===== config.mk =====
export PLATFORM = sky130hd
export DESIGN_NAME = dual_dac_rx
export DESIGN_NICKNAME = d
export VERILOG_FILES = /design/src/rtl/dual_dac_rx_pkg.sv /design/src/rtl/dual_dac_rx_edge.sv /design/src/rtl/dual_dac_rx_shift.sv /design/src/rtl/dual_dac_rx_decode.sv /design/src/rtl/dual_dac_rx.sv
export SDC_FILE = /design/constraint.sdc
export NUM_CORES = 1
export LEC_CHECK = 0
export ABC_AREA = 0
export BUFFER_PORTS_ARGS = -buffer_cell sky130_fd_sc_hd__buf_2
export CAP_MARGIN = 40
export CORE_MARGIN = 5
export CORE_UTILIZATION = 47
export CTS_CLUSTER_SIZE = 16
export DETAILED_ROUTE_END_ITERATION = 10
export GPL_TIMING_DRIVEN = 0
export PLACE_DENSITY = 0.78
export SETUP_SLACK_MARGIN = 0.02
export SLEW_MARGIN = 20
export SYNTH_ARGS = -nofsm -noshare
export SYNTH_HDL_FRONTEND = slang
export SYNTH_SLANG_ARGS = --single-unit

===== constraint.sdc =====
create_clock -name clk -period 1.7 [get_ports clk]
set_clock_uncertainty 0.2 [all_clocks]
set_input_delay 0.17 -clock clk [delete_from_list [all_inputs] [get_ports clk]]
set_output_delay 0.17 -clock clk [all_outputs]
set_load 0.03 [all_outputs]

===== src/rtl/dual_dac_rx_pkg.sv =====
package dual_dac_rx_pkg;

  // Command prefix occupies the top bits of the frame.
  localparam int unsigned PFX_W = 3;

  localparam logic [PFX_W-1:0] PFX_CTRL   = 3'b000;
  localparam logic [PFX_W-1:0] PFX_LOAD_A = 3'b010;
  localparam logic [PFX_W-1:0] PFX_LOAD_B = 3'b110;

  // Upper nibble of the code field selecting falling-edge output mode.
  localparam int unsigned KEY_W = 4;
  localparam logic [KEY_W-1:0] DFLT_KEY = 4'b1000;

  typedef enum logic [2:0] {
    CMD_IGNORE = 3'd0,
    CMD_NOP    = 3'd1,
    CMD_DFLT   = 3'd2,
    CMD_LOAD_A = 3'd3,
    CMD_LOAD_B = 3'd4
  } dac_cmd_e;

endpackage


===== src/rtl/dual_dac_rx_edge.sv =====
module dual_dac_rx_edge (
  input  logic clk,
  input  logic rst_n,
  input  logic cs_n_i,
  input  logic sclk_i,
  input  logic sdi_i,
  output logic sel_o,
  output logic rise_o,
  output logic fall_o,
  output logic cs_rel_o,
  output logic sdi_o
);

  logic s_cs_n_q, s_sclk_q, s_sdi_q;
  logic p_cs_n_q, p_sclk_q;
  logic s_cs_n_d, s_sclk_d, s_sdi_d;
  logic p_cs_n_d, p_sclk_d;

  always_comb begin
    s_cs_n_d = cs_n_i;
    s_sclk_d = sclk_i;
    s_sdi_d  = sdi_i;
    p_cs_n_d = s_cs_n_q;
    p_sclk_d = s_sclk_q;
  end

  always_ff @(posedge clk or negedge rst_n) begin
    if (!rst_n) begin
      s_cs_n_q <= 1'b1;
      s_sclk_q <= 1'b0;
      s_sdi_q  <= 1'b0;
      p_cs_n_q <= 1'b1;
      p_sclk_q <= 1'b0;
    end else begin
      s_cs_n_q <= s_cs_n_d;
      s_sclk_q <= s_sclk_d;
      s_sdi_q  <= s_sdi_d;
      p_cs_n_q <= p_cs_n_d;
      p_sclk_q <= p_sclk_d;
    end
  end

  assign sel_o    = ~s_cs_n_q;
  assign rise_o   =  s_sclk_q & ~p_sclk_q;
  assign fall_o   = ~s_sclk_q &  p_sclk_q;
  assign cs_rel_o =  s_cs_n_q & ~p_cs_n_q;
  assign sdi_o    =  s_sdi_q;

endmodule


===== src/rtl/dual_dac_rx_shift.sv =====
module dual_dac_rx_shift #(
  parameter int unsigned WORD_W = 16
) (
  input  logic              clk,
  input  logic              rst_n,
  input  logic              shift_en_i,
  input  logic              fall_en_i,
  input  logic              fall_mode_i,
  input  logic              sdi_i,
  output logic [WORD_W-1:0] word_o,
  output logic              sdo_o
);

  logic [WORD_W-1:0] sr_q, sr_d;
  logic              sdo_q, sdo_d;
  logic              sr_en, sdo_en;

  always_comb begin
    sr_en  = shift_en_i;
    sr_d   = {sr_q[WORD_W-2:0], sdi_i};
    sdo_en = 1'b0;
    sdo_d  = sdo_q;
    if (!fall_mode_i && shift_en_i) begin
      // Rising mode: output follows the bit about to become the MSB.
      sdo_en = 1'b1;
      sdo_d  = sr_q[WORD_W-2];
    end else if (fall_mode_i && fall_en_i) begin
      sdo_en = 1'b1;
      sdo_d  = sr_q[WORD_W-1];
    end
  end

  always_ff @(posedge clk or negedge rst_n) begin
    if (!rst_n) begin
      sr_q <= '0;
    end else if (sr_en) begin
      sr_q <= sr_d;
    end
  end

  always_ff @(posedge clk or negedge rst_n) begin
    if (!rst_n) begin
      sdo_q <= 1'b0;
    end else if (sdo_en) begin
      sdo_q <= sdo_d;
    end
  end

  assign word_o = sr_q;
  assign sdo_o  = sdo_q;

endmodule


===== src/rtl/dual_dac_rx_decode.sv =====
module dual_dac_rx_decode
  import dual_dac_rx_pkg::*;
#(
  parameter int unsigned CODE_W = 12,
  localparam int unsigned WORD_W = PFX_W + CODE_W + 1
) (
  input  logic [WORD_W-1:0] word_i,
  output dac_cmd_e          cmd_o,
  output logic [CODE_W-1:0] code_o
);

  logic [PFX_W-1:0]  pfx;
  logic [CODE_W-1:0] data;
  logic              sub;

  assign pfx  = word_i[WORD_W-1 -: PFX_W];
  assign data = word_i[CODE_W:1];
  assign sub  = word_i[0];

  always_comb begin
    cmd_o = CMD_IGNORE;
    if (!sub) begin
      case (pfx)
        PFX_CTRL: begin
          if (!data[CODE_W-1]) begin
            cmd_o = CMD_NOP;
          end else if (data[CODE_W-1 -: KEY_W] == DFLT_KEY) begin
            cmd_o = CMD_DFLT;
          end
        end
        PFX_LOAD_A: cmd_o = CMD_LOAD_A;
        PFX_LOAD_B: cmd_o = CMD_LOAD_B;
        default:    cmd_o = CMD_IGNORE;
      endcase
    end
  end

  assign code_o = data;

endmodule


===== src/rtl/dual_dac_rx.sv =====
module dual_dac_rx
  import dual_dac_rx_pkg::*;
#(
  parameter int unsigned CODE_W = 12
) (
  input  logic              clk,
  input  logic              rst_n,
  input  logic              dac_cs_n,
  input  logic              dac_sclk,
  input  logic              dac_sdi,
  output logic              dac_sdo,
  output logic [CODE_W-1:0] code_a,
  output logic [CODE_W-1:0] code_b,
  output logic              out_on_fall
);

  localparam int unsigned WORD_W = PFX_W + CODE_W + 1;

  // Reset: asserted asynchronously, released through two flops.
  logic rst_meta_q, rst_s_n;
  always_ff @(posedge clk or negedge rst_n) begin
    if (!rst_n) begin
      rst_meta_q <= 1'b0;
      rst_s_n    <= 1'b0;
    end else begin
      rst_meta_q <= 1'b1;
      rst_s_n    <= rst_meta_q;
    end
  end

  logic sel, rise_ev, fall_ev, cs_rel, sdi_s;

  dual_dac_rx_edge i_edge (
    .clk      (clk),
    .rst_n    (rst_s_n),
    .cs_n_i   (dac_cs_n),
    .sclk_i   (dac_sclk),
    .sdi_i    (dac_sdi),
    .sel_o    (sel),
    .rise_o   (rise_ev),
    .fall_o   (fall_ev),
    .cs_rel_o (cs_rel),
    .sdi_o    (sdi_s)
  );

  logic [WORD_W-1:0] shift_word;
  logic              fall_mode_q;

  dual_dac_rx_shift #(.WORD_W(WORD_W)) i_shift (
    .clk         (clk),
    .rst_n       (rst_s_n),
    .shift_en_i  (rise_ev & sel),
    .fall_en_i   (fall_ev & sel),
    .fall_mode_i (fall_mode_q),
    .sdi_i       (sdi_s),
    .word_o      (shift_word),
    .sdo_o       (dac_sdo)
  );

  dac_cmd_e          cmd;
  logic [CODE_W-1:0] dec_code;

  dual_dac_rx_decode #(.CODE_W(CODE_W)) i_decode (
    .word_i (shift_word),
    .cmd_o  (cmd),
    .code_o (dec_code)
  );

  logic              upd_a, upd_b, upd_mode;
  logic [CODE_W-1:0] code_a_q, code_b_q;

  always_comb begin
    upd_a    = cs_rel && (cmd == CMD_LOAD_A);
    upd_b    = cs_rel && (cmd == CMD_LOAD_B);
    upd_mode = cs_rel && (cmd == CMD_DFLT);
  end

  always_ff @(posedge clk or negedge rst_s_n) begin
    if (!rst_s_n) begin
      code_a_q    <= '0;
      code_b_q    <= '0;
      fall_mode_q <= 1'b0;
    end else begin
      if (upd_a)    code_a_q    <= dec_code;
      if (upd_b)    code_b_q    <= dec_code;
      if (upd_mode) fall_mode_q <= 1'b1;
    end
  end

  assign code_a      = code_a_q;
  assign code_b      = code_b_q;
  assign out_on_fall = fall_mode_q;

endmodule


==> metrics.txt <==
Max rail drop VDD 622 uV; Pwr per Cell Area 1200 mW/mm^2; I/O Pins 31; metal2 WL 1700 um; most frequent cells in the layout dfrtp_1 (46), buf_2 (30), mux2_2 (29); Final setup viols 24; Reg-to-Reg Start i_edge.p_cs_n_d; NumNets Final 168; aggregate routed wire length 3430 um; Fmax 0.551 GHz; Crit Reg-Reg Endpoint code_b[4]; Hold Fails Final Rpt 0; Leak 1.27 nW; Top Metal Used met4; Hold WC Path Type register to async pin; fillers 273; clock root cell clkbuf_8; status finished, violations left; DIE WIDTH 72.5 um; ratio of cells with drive above 1 in the final layout 59.8%; CP Capture Type register; First DRT Iteration DRCs 47; Congestion Overflow GR 0; CTS Sinks 49; vias in the first global route 1173; multi-input logic area 629 um^2; Ant. Diodes 0; CTS tree done; clk slew on worst S/H paths 0.08 ns; RD Place Congestion 0.704; final hold slack 0.0274 ns; yosys warns 0; Final min period 1.82 ns; die area 0.00525 mm^2; met3 routed WL 206 um; H-tree levels 2; Critical Setup Path Class register to register; Initial DRT Pass Iterations 4; Port-buffer cells 30; Die Ht 72.5 um; Placement Setup Slack -0.262 ns; Final TNS setup -2.38 ns; Skew-Pair Late Insertion Delay 0.30 ns; kind of cell adding the most delay to the critical path flip-flops; most common cell after layout, fill and taps aside dfrtp_1; cts bufs inserted 5; core area 0.00372 mm^2; P&R area growth vs syn 31.3%; Post-route DRC 0; Register-to-Register Path Depth 4; syn_area_per_cell 16.8 um^2; Starting Density 49.4%; DP HPWL 2200 um; count of cell types in the netlist 20; FF+latch area 0.00123 mm^2; max incr delay on CP 0.56 ns; CP max stage cell dfstp_2; setup ws final -0.115 ns; type of origin of the critical path register; routed length per instance 16.2 um; synthesized instance count 109; reg2reg setup slack -0.12 ns; required time worst endpoint 1.69 ns; pin count of the biggest net entering global routing 37; CP Cell Sequence nor4b_4, and3_4, clkbuf_16, mux2_4; post-DR vias/cell 5.12; Max clock buf depth 2; Final ANT Viol Nets 0; MaxCap Viol Count 0; RSZ-0062 raised after global routing yes; Seq cells post-synth 49; WP data arrival 1.80 ns; CP Max Fanout 5; row cnt 22; Seq/Total Area, Yosys 66.9%; Buffers & Inverters on Critical Path 1; global-route wire length before repair 5860 um; failing checks setup timing; syn_nets 114; Slew Viols, Final 0; Tcrit/Tclk final 107%; Metal-1 WL 1470 um; initial antenna violation count 0; Mapped Area 0.00184 mm^2; all-layer global routing usage 14.9%; vias 1086
==> per-stage QoR <==
step	power [mW]	instance area [um^2]	utilization, %	cells
2_1_floorplan	1.94	1840	-	109
3_3_place_gp	2.10	2050	55.2	187
3_5_place_dp	2.14	2070	55.7	188
4_1_cts	2.90	2380	64.0	210
5_1_grt	3.04	2410	64.8	212
6_report	2.88	2410	64.8	212
==> Yosys cell counts <==
| library cell | count | area share [%] |
|---|---|---|
| nor4b_4 | 1 | 1.3 |
| buf_6 | 2 | 1.2 |
| nor4_1 | 1 | 0.34 |
| o21ai_0 | 1 | 0.27 |
| dfstp_2 | 2 | 2.9 |
| nor3b_2 | 1 | 0.68 |
| dfrtp_1 | 47 | 64 |
| conb_1 | 1 | 0.20 |
| mux2_2 | 39 | 24 |
| a41o_1 | 1 | 0.55 |
| nand2_1 | 3 | 0.61 |
| and3_2 | 1 | 0.41 |
| nor2_1 | 1 | 0.20 |
| buf_4 | 1 | 0.41 |
| a311oi_1 | 1 | 0.48 |
| o31ai_1 | 1 | 0.41 |
| nor4b_1 | 2 | 0.95 |
| inv_1 | 1 | 0.20 |
| nor3_1 | 1 | 0.27 |
| nand3b_2 | 1 | 0.61 |
==> layout make-up <==
type / instances / share of cell area (%)
Clock buffer: 7 / 4.00
Timing Repair Buffer: 47 / 14.2
Sequential cell: 49 / 51.0
Buffer: 3 / 1.77
Multi-Input combinational cell: 56 / 26.1
Inverter: 1 / 0.156
Tap cell: 48 / 2.49
Clock inverter: 1 / 0.208
==> where the power goes <==
group	switching, mW	internal, mW
Combinational	0.325	0.278
Sequential	0.190	1.37
Clock	0.349	0.367
Total	0.864	2.02
==> logic make-up after synthesis <==
logic type,synth area share (%)
compound gates,1.70
buf+inv,1.84
flops,66.9
mux,23.9
other cells,0.204
simple gates,5.38
==> metal layers <==
layer  vias up  track usage (%)
met4         0             4.30
met5         -                0
li1        497                -
met1       545             18.7
met2        37             24.2
met3         7             5.68
==> flip-flops by register name, indices dropped and copies added, names as in the netlist <==
register,flops
i_shift.word_o,16
code_a,12
code_b,12
i_edge.p_cs_n_d,1
i_edge.p_cs_n_q,1
i_edge.p_sclk_d,1
i_edge.p_sclk_q,1
i_edge.sdi_o,1
i_shift.sdo_o,1
out_on_fall,1
rst_meta_q,1
rst_s_n,1
==> how the worst max path moves through the flow <==
stage                     slack, ns  cells past startpoint    endpoint             from
after detailed placement      -0.26                      4   code_b[7]  i_edge.p_cs_n_d
final                         -0.12                      4   code_b[4]  i_edge.p_cs_n_d
after global placement        -0.33                      0   code_a[0]          rst_s_n
after floorplan               -0.11                      4  code_b[10]  i_edge.p_cs_n_d
after CTS                     -0.09                      5  code_a[10]  i_edge.p_cs_n_d
after global routing          -0.17                      5  code_a[10]  i_edge.p_cs_n_d
==> timing repair <==
item | in CTS | in global routing
resized for setup | 16 | 0
cloned | 1 | 1
buffers inserted | 7 | 1
hold buffers | 6 | 0
setup endpoints to repair | 37 | 24
hold endpoints to repair | 16 | 0
pin swaps | 2 | 1
==> worst reg2reg max path: cells and delay by family, from the launching register on <==
family                 cells  cell delay [ns]
DFF                        1             0.56
buffers and inverters      1             0.16
muxes                      1             0.30
and+or+nand+nor            2             0.49
Note: power is estimated with default switching activity, not from simulation.
